`src/rtl/fe_pkg.sv`:
```
package fe_pkg;
   typedef enum logic [1:0] {
      FK_NONE = 2'd0,
      FK_BUS  = 2'd1,
      FK_ADDR = 2'd2
   } fault_kind_e;
endpackage

```
`src/rtl/fe_classify.sv`:
```
module fe_classify
   import fe_pkg::*;
#(
   parameter int             VEC_W      = 8,
   parameter int             SR_W       = 16,
   parameter int             SUP_BIT    = 13,
   parameter logic [15:0]    TRACE_MASK = 16'hC000,
   parameter int             FMT_W      = 4,
   parameter logic [3:0]     FMT_SHORT  = 4'hA,
   parameter logic [3:0]     FMT_LONG   = 4'hB,
   parameter int             VEC_BUS    = 2,
   parameter int             VEC_ADDR   = 3,
   parameter bit             BUS_WINS   = 1'b1
) (
   input  logic              bus_err_i,
   input  logic              odd_fetch_i,
   input  logic              boundary_i,
   input  logic [SR_W-1:0]   sr_i,
   output logic              fault_o,
   output logic [VEC_W-1:0]  vec_o,
   output logic [VEC_W+1:0]  off_o,
   output logic [FMT_W-1:0]  fmt_o,
   output logic              long_o,
   output logic [SR_W-1:0]   sr_new_o
);
   localparam logic [SR_W-1:0] SUP_MASK = SR_W'(1) << SUP_BIT;
   localparam logic [SR_W-1:0] TRC_MASK = SR_W'(TRACE_MASK);

   generate
      if (SUP_BIT >= SR_W) begin : g_bad_sup
         $error("SUP_BIT outside status register");
      end
      if ((TRACE_MASK & 16'(SUP_MASK)) != 16'h0) begin : g_bad_trace
         $error("trace mask overlaps supervisor bit");
      end
      if (VEC_BUS == VEC_ADDR) begin : g_bad_vec
         $error("bus and address vectors must differ");
      end
      if (FMT_SHORT == FMT_LONG) begin : g_bad_fmt
         $error("frame format codes must differ");
      end
   endgenerate

   fault_kind_e kind;

   generate
      if (BUS_WINS) begin : g_bus_first
         always_comb begin
            if (bus_err_i)        kind = FK_BUS;
            else if (odd_fetch_i) kind = FK_ADDR;
            else                  kind = FK_NONE;
         end
      end else begin : g_addr_first
         always_comb begin
            if (odd_fetch_i)      kind = FK_ADDR;
            else if (bus_err_i)   kind = FK_BUS;
            else                  kind = FK_NONE;
         end
      end
   endgenerate

   always_comb begin
      fault_o = (kind != FK_NONE);
      vec_o   = (kind == FK_ADDR) ? VEC_W'(VEC_ADDR) : VEC_W'(VEC_BUS);
      off_o   = {vec_o, 2'b00};
      long_o  = ~boundary_i;
      fmt_o   = boundary_i ? FMT_W'(FMT_SHORT) : FMT_W'(FMT_LONG);
      sr_new_o = (sr_i | SUP_MASK) & ~TRC_MASK;
   end
endmodule

```
`src/rtl/fe_halt_track.sv`:
```
module fe_halt_track #(
   parameter bit RESET_IN_EXC = 1'b1
) (
   input  logic clk,
   input  logic rst_n,
   input  logic fault_i,
   input  logic rte_restore_i,
   input  logic vec_fetched_i,
   output logic accept_o,
   output logic halted_o
);
   logic in_exc_q;
   logic halted_q;
   logic dbl;

   always_comb begin
      dbl      = fault_i & (in_exc_q | rte_restore_i) & ~halted_q;
      accept_o = fault_i & ~in_exc_q & ~rte_restore_i & ~halted_q;
   end

   always_ff @(posedge clk or negedge rst_n) begin
      if (!rst_n) begin
         halted_q <= 1'b0;
         in_exc_q <= RESET_IN_EXC;
      end else begin
         if (dbl) halted_q <= 1'b1;
         if (accept_o)           in_exc_q <= 1'b1;
         else if (vec_fetched_i) in_exc_q <= 1'b0;
      end
   end

   assign halted_o = halted_q;

   AST_HALT_STICKY: assert property (@(posedge clk) disable iff (!rst_n) halted_q |=> halted_q);
   AST_DOUBLE_HALTS: assert property (@(posedge clk) disable iff (!rst_n) (fault_i && in_exc_q && !halted_q) |=> halted_q);
   AST_RTE_HALTS: assert property (@(posedge clk) disable iff (!rst_n) (fault_i && rte_restore_i) |=> halted_q);
endmodule

```
`src/rtl/fe_frame_regs.sv`:
```
module fe_frame_regs #(
   parameter int          VEC_W     = 8,
   parameter int          SR_W      = 16,
   parameter int          PC_W      = 32,
   parameter int          FMT_W     = 4,
   parameter int          SUP_BIT   = 13,
   parameter logic [15:0] TRACE_MASK = 16'hC000,
   parameter logic [3:0]  FMT_SHORT = 4'hA,
   parameter logic [3:0]  FMT_LONG  = 4'hB
) (
   input  logic              clk,
   input  logic              rst_n,
   input  logic              accept_i,
   input  logic [VEC_W-1:0]  vec_i,
   input  logic [VEC_W+1:0]  off_i,
   input  logic [FMT_W-1:0]  fmt_i,
   input  logic              long_i,
   input  logic [SR_W-1:0]   sr_i,
   input  logic [SR_W-1:0]   sr_new_i,
   input  logic [PC_W-1:0]   pc_i,
   output logic              take_o,
   output logic [VEC_W-1:0]  vec_o,
   output logic [VEC_W+1:0]  off_o,
   output logic [FMT_W-1:0]  fmt_o,
   output logic              long_o,
   output logic [SR_W-1:0]   sr_saved_o,
   output logic [SR_W-1:0]   sr_new_o,
   output logic [PC_W-1:0]   pc_o
);
   always_ff @(posedge clk or negedge rst_n) begin
      if (!rst_n) begin
         take_o     <= 1'b0;
         vec_o      <= '0;
         off_o      <= '0;
         fmt_o      <= '0;
         long_o     <= 1'b0;
         sr_saved_o <= '0;
         sr_new_o   <= '0;
         pc_o       <= '0;
      end else begin
         take_o <= accept_i;
         if (accept_i) begin
            vec_o      <= vec_i;
            off_o      <= off_i;
            fmt_o      <= fmt_i;
            long_o     <= long_i;
            sr_saved_o <= sr_i;
            sr_new_o   <= sr_new_i;
            pc_o       <= pc_i;
         end
      end
   end

   AST_OFF_MATCH: assert property (@(posedge clk) disable iff (!rst_n) take_o |-> (off_o == {vec_o, 2'b00}));
   AST_SR_SUPER: assert property (@(posedge clk) disable iff (!rst_n) take_o |-> (sr_new_o[SUP_BIT] && ((sr_new_o & SR_W'(TRACE_MASK)) == '0)));
   AST_FMT_SIZE: assert property (@(posedge clk) disable iff (!rst_n) take_o |-> (fmt_o == (long_o ? FMT_W'(FMT_LONG) : FMT_W'(FMT_SHORT))));
   AST_TAKE_PULSE: assert property (@(posedge clk) disable iff (!rst_n) take_o |=> !take_o);
   AST_HOLD_VEC: assert property (@(posedge clk) disable iff (!rst_n) !take_o |-> $stable(vec_o));
endmodule

```
`src/rtl/fault_entry_seq.sv`:
```
module fault_entry_seq #(
   parameter int          VEC_W      = 8,
   parameter int          SR_W       = 16,
   parameter int          PC_W       = 32,
   parameter int          FMT_W      = 4,
   parameter int          SUP_BIT    = 13,
   parameter logic [15:0] TRACE_MASK = 16'hC000,
   parameter logic [3:0]  FMT_SHORT  = 4'hA,
   parameter logic [3:0]  FMT_LONG   = 4'hB,
   parameter int          VEC_BUS    = 2,
   parameter int          VEC_ADDR   = 3,
   parameter bit          BUS_WINS   = 1'b1
) (
   input  logic             clk,
   input  logic             rst_n,
   input  logic             bus_err_i,
   input  logic             odd_fetch_i,
   input  logic             boundary_i,
   input  logic             rte_restore_i,
   input  logic             vec_fetched_i,
   input  logic [SR_W-1:0]  sr_i,
   input  logic [PC_W-1:0]  pc_i,
   output logic             fetch_inhibit_o,
   output logic             take_o,
   output logic [VEC_W-1:0] vec_num_o,
   output logic [VEC_W+1:0] vec_off_o,
   output logic [FMT_W-1:0] frame_fmt_o,
   output logic             long_frame_o,
   output logic [SR_W-1:0]  sr_saved_o,
   output logic [SR_W-1:0]  sr_new_o,
   output logic [PC_W-1:0]  pc_saved_o,
   output logic             halted_o,
   output logic             status_o,
   output logic             mem_wr_en_o
);
   logic             fault;
   logic             accept;
   logic [VEC_W-1:0] c_vec;
   logic [VEC_W+1:0] c_off;
   logic [FMT_W-1:0] c_fmt;
   logic             c_long;
   logic [SR_W-1:0]  c_sr_new;

   fe_classify #(
      .VEC_W(VEC_W), .SR_W(SR_W), .SUP_BIT(SUP_BIT), .TRACE_MASK(TRACE_MASK),
      .FMT_W(FMT_W), .FMT_SHORT(FMT_SHORT), .FMT_LONG(FMT_LONG),
      .VEC_BUS(VEC_BUS), .VEC_ADDR(VEC_ADDR), .BUS_WINS(BUS_WINS)
   ) u_classify (
      .bus_err_i(bus_err_i), .odd_fetch_i(odd_fetch_i), .boundary_i(boundary_i),
      .sr_i(sr_i), .fault_o(fault), .vec_o(c_vec), .off_o(c_off),
      .fmt_o(c_fmt), .long_o(c_long), .sr_new_o(c_sr_new)
   );

   fe_halt_track #(.RESET_IN_EXC(1'b1)) u_halt (
      .clk(clk), .rst_n(rst_n), .fault_i(fault), .rte_restore_i(rte_restore_i),
      .vec_fetched_i(vec_fetched_i), .accept_o(accept), .halted_o(halted_o)
   );

   fe_frame_regs #(
      .VEC_W(VEC_W), .SR_W(SR_W), .PC_W(PC_W), .FMT_W(FMT_W),
      .SUP_BIT(SUP_BIT), .TRACE_MASK(TRACE_MASK),
      .FMT_SHORT(FMT_SHORT), .FMT_LONG(FMT_LONG)
   ) u_frame (
      .clk(clk), .rst_n(rst_n), .accept_i(accept), .vec_i(c_vec), .off_i(c_off),
      .fmt_i(c_fmt), .long_i(c_long), .sr_i(sr_i), .sr_new_i(c_sr_new), .pc_i(pc_i),
      .take_o(take_o), .vec_o(vec_num_o), .off_o(vec_off_o), .fmt_o(frame_fmt_o),
      .long_o(long_frame_o), .sr_saved_o(sr_saved_o), .sr_new_o(sr_new_o), .pc_o(pc_saved_o)
   );

   assign fetch_inhibit_o = odd_fetch_i;
   assign status_o        = halted_o;
   assign mem_wr_en_o     = ~halted_o;

   AST_BUS_VECTOR: assert property (@(posedge clk) disable iff (!rst_n) (take_o && $past(bus_err_i) && BUS_WINS) |-> (vec_num_o == VEC_W'(VEC_BUS)));
   AST_ADDR_VECTOR: assert property (@(posedge clk) disable iff (!rst_n) (take_o && $past(odd_fetch_i && !bus_err_i)) |-> (vec_num_o == VEC_W'(VEC_ADDR)));
   AST_HALT_NO_TAKE: assert property (@(posedge clk) disable iff (!rst_n) halted_o |-> !take_o);
endmodule

```
`config.mk`:
```
export PLATFORM = sky130hd
export DESIGN_NAME = fault_entry_seq
export DESIGN_NICKNAME = d
export VERILOG_FILES = /design/src/rtl/fe_pkg.sv /design/src/rtl/fe_classify.sv /design/src/rtl/fe_halt_track.sv /design/src/rtl/fe_frame_regs.sv /design/src/rtl/fault_entry_seq.sv
export SDC_FILE = /design/constraint.sdc
export NUM_CORES = 1
export LEC_CHECK = 0
export ABC_AREA = 1
export BUFFER_PORTS_ARGS = -buffer_cell sky130_fd_sc_hd__buf_2
export CAP_MARGIN = 20
export CORE_UTILIZATION = 34
export DETAILED_ROUTE_END_ITERATION = 16
export GPL_ROUTABILITY_DRIVEN = 0
export PLACE_DENSITY = 0.65
export SETUP_SLACK_MARGIN = 0.4
export SYNTH_ARGS = -nofsm -noshare
export SYNTH_HDL_FRONTEND = slang
export SYNTH_SLANG_ARGS = --single-unit
```
`constraint.sdc`:
```
create_clock -name clk -period 1.35 [get_ports clk]
set_input_delay 0.0675 -clock clk [delete_from_list [all_inputs] [get_ports clk]]
set_output_delay 0.0675 -clock clk [all_outputs]
set_load 0.02 [all_outputs]
```
==> reports/qor.yml <==
clock_network:
  clk_pin_slew_worst_paths_ns: 0.09
  numCtsBuffers: 5
  insertion_delay_ns: 0.30
  cts_tree: "done"
  clockBufferDepth: 2
  cts_root_buf: "clkbuf_8"
  clock_sinks: 54
  htreeDepth: 2
drt:
  num_vias: 2352
  wire_per_inst_um: 13.8
  drc: 0
  routed_wl_um: 6980
  drt_pass1_iterations: 4
  antenna_left: 0
  via_per_inst: 4.66
  drt_iter0_markers: 81
synth:
  synth_mux_area_share_pct: 0
  synth_top_area_share_pct: 53.2
  netlist_area_sq_mm: 0.00249
  synth-edff-count: 0
  synth_xor_area_share_pct: 0
  synth_top_family_by_area: "simple AND/OR/NAND/NOR gates"
  ys_seq_elements: 54
  syn_inst: 277
  yosys_warnings: 0
  yosysMostFrequentCell: "nand2_1"
  synth_compound_area_share_pct: 0.401
  synth_adder_area_share_pct: 0
  synthTopCellsByCount: "nand2_1, dfrtp_1, nand4_1"
  syn_avg_cell_area_sq_um: 9.00
  synth_ff_type: "dfrtp_1"
  synth_cell_types: 13
  synth-simple-area-share_pct: 28.9
  synth_largest_area_cell: "dfrtp_1"
  synth_area_leaders: "dfrtp_1, nand2_1, nand4_1"
  ys_async_sr_fraction_pct: 100
  yosysSeqAreaShare_pct: 54.2
finish:
  ff_latch_area_sq_mm: 0.00136
  n_fill_cell: 654
  n_antenna_cell: 0
  nets: 463
  multi_input_area_sq_um: 805
  drive_gt1_share_pct: 42.8
  area_growth_pct: 51.1
setup_path:
  crit_required_ns: 1.28
  path_max_fanout: 4
  arrival_ns: 1.05
  path_class: "reg -> out"
  worstSetupEndpointType: "primary output"
  cp-start-kind: "flip-flop"
  worstRegToRegCells: 5
sta:
  period_share_pct: 83.0
  drv_slew: 0
  finalHoldViolCount: 0
  finalSetupViolations: 0
  rsz0062_at_grt: "true"
  period_minus_slack_ns: 1.12
  max_freq_mhz: 892
  skew_ns: 0.00517
  fin_ws_ns: 0.229
  fin_setup_tns_ns: 0
pwr:
  power_density_mw_per_mm2: 739
  peakVddDrop_v: 0.000361
  leakage_nw: 2.19
die:
  die_width_um: 87.6
  die_h_um: 87.6
  die_area_sq_mm: 0.00768
  io_pins: 147
  rows: 30
  core-area_sq_mm: 0.00694
  initial_core_util_pct: 35.9
placed_design:
  post-place-ws_ns: 0.195
  dp_hpwl_um: 4300
  portBuffers: 129
worst_hold_path:
  holdCritPathClass: "in -> reg"
  holdPathStages: 3
global_route:
  gr-total-overflow: 0
  grt_pass1_wl_um: 10100
  grt_max_degree: 55
  grt_pass1_vias: 2058
  antenna_found_initial: 0
  track_usage_pct: 17.0
outcome:
  status: "complete, no violations"
run:
  drv_cap: 0
==> area by class of cell <==
type / count / share of cell area [%]
inverters: 7 / 0.764
multi-input cells: 174 / 21.4
clock buffers: 7 / 2.29
repair buffers: 166 / 36.3
flip-flops and latches: 54 / 36.0
well taps: 96 / 3.19
clock inverters: 1 / 0.133
==> where the power goes <==
part	internal [W]	switching, W
clock network	0.000415	0.000505
registers	0.00162	0.0000000000000000000762
logic	0.0000893	0.000160
==> routing by layer <==
metal	global-route usage (%)	vias up	routed length, um
met3	3.49	5	380
li1	-	1118	-
met2	30.5	101	3660
met4	4.02	0	52
met1	21.1	1128	2890
met5	0	-	0
==> final timing paths <==
check                                 from                     end  slack [ns]
max                        u_halt.halted_o             mem_wr_en_o        0.23
min                               sr_i[12]  u_frame.sr_saved_o[12]        0.01
max reg2reg                u_halt.in_exc_q        u_frame.pc_o[25]        0.24
min reg2reg                u_frame.pc_o[4]         u_frame.pc_o[4]        0.47
max in group asynchronous            rst_n         u_halt.in_exc_q        0.77
min in group asynchronous            rst_n        u_frame.pc_o[27]        0.27
==> cell families after synthesis <==
family / after synthesis
other cells: 1
flops: 54
compound gates: 2
simple gates: 155
buf+inv: 65
==> cells in the final DEF, fill, tap and decap left out, types with 2 or more instances in the layout <==
master / Yosys / layout
nand2_1: 103 / 102
buf_2: 16 / 72
buf_6: 0 / 61
dfrtp_1: 53 / 51
nand4_1: 50 / 50
buf_4: 38 / 23
conb_1: 1 / 17
inv_1: 6 / 6
clkbuf_8: 0 / 6
dlygate4sd3_1: 0 / 5
buf_12: 0 / 2
buf_8: 0 / 2
dfrtp_2: 0 / 2
==> critical path, stage by stage (launching register included) <==
cell and delay [ns]:
dfrtp_2 0.44, inv_4 0.10, buf_8 0.11, buf_6 0.11
==> timing repair <==
item	4_1_cts	5_1_grt
endpoints found under the hold margin	57	0
pin swaps	1	0
cloned	1	0
setup endpoints to repair	82	113
setup buffers	5	14
hold buffers	5	0
gates resized for setup	56	68
==> sequential cells by signal, indices dropped and copies added, names as in the netlist <==
name                flops
u_frame.fmt_o           2
u_halt.halted_o         1
u_frame.take_o          1
u_frame.pc_o           32
u_halt.in_exc_q         1
u_frame.off_o           1
u_frame.sr_saved_o     16
==> through the flow <==
stage | utilization, % | area (sq um) | hold slack (ns) | power [W] | cells
after global placement | 44.2 | 3070 | 0.0887 | 0.00188 | 472
after detailed placement | 44.2 | 3070 | 0.0860 | 0.00188 | 472
after floorplan | - | 2610 | -0.228 | 0.00178 | 293
final | 54.3 | 3770 | 0.0114 | 0.00279 | 505
after global routing | 54.3 | 3770 | 0.00558 | 0.00291 | 505
after CTS | 49.6 | 3450 | 0.00124 | 0.00283 | 491
Note: power is estimated with default switching activity, not from simulation.
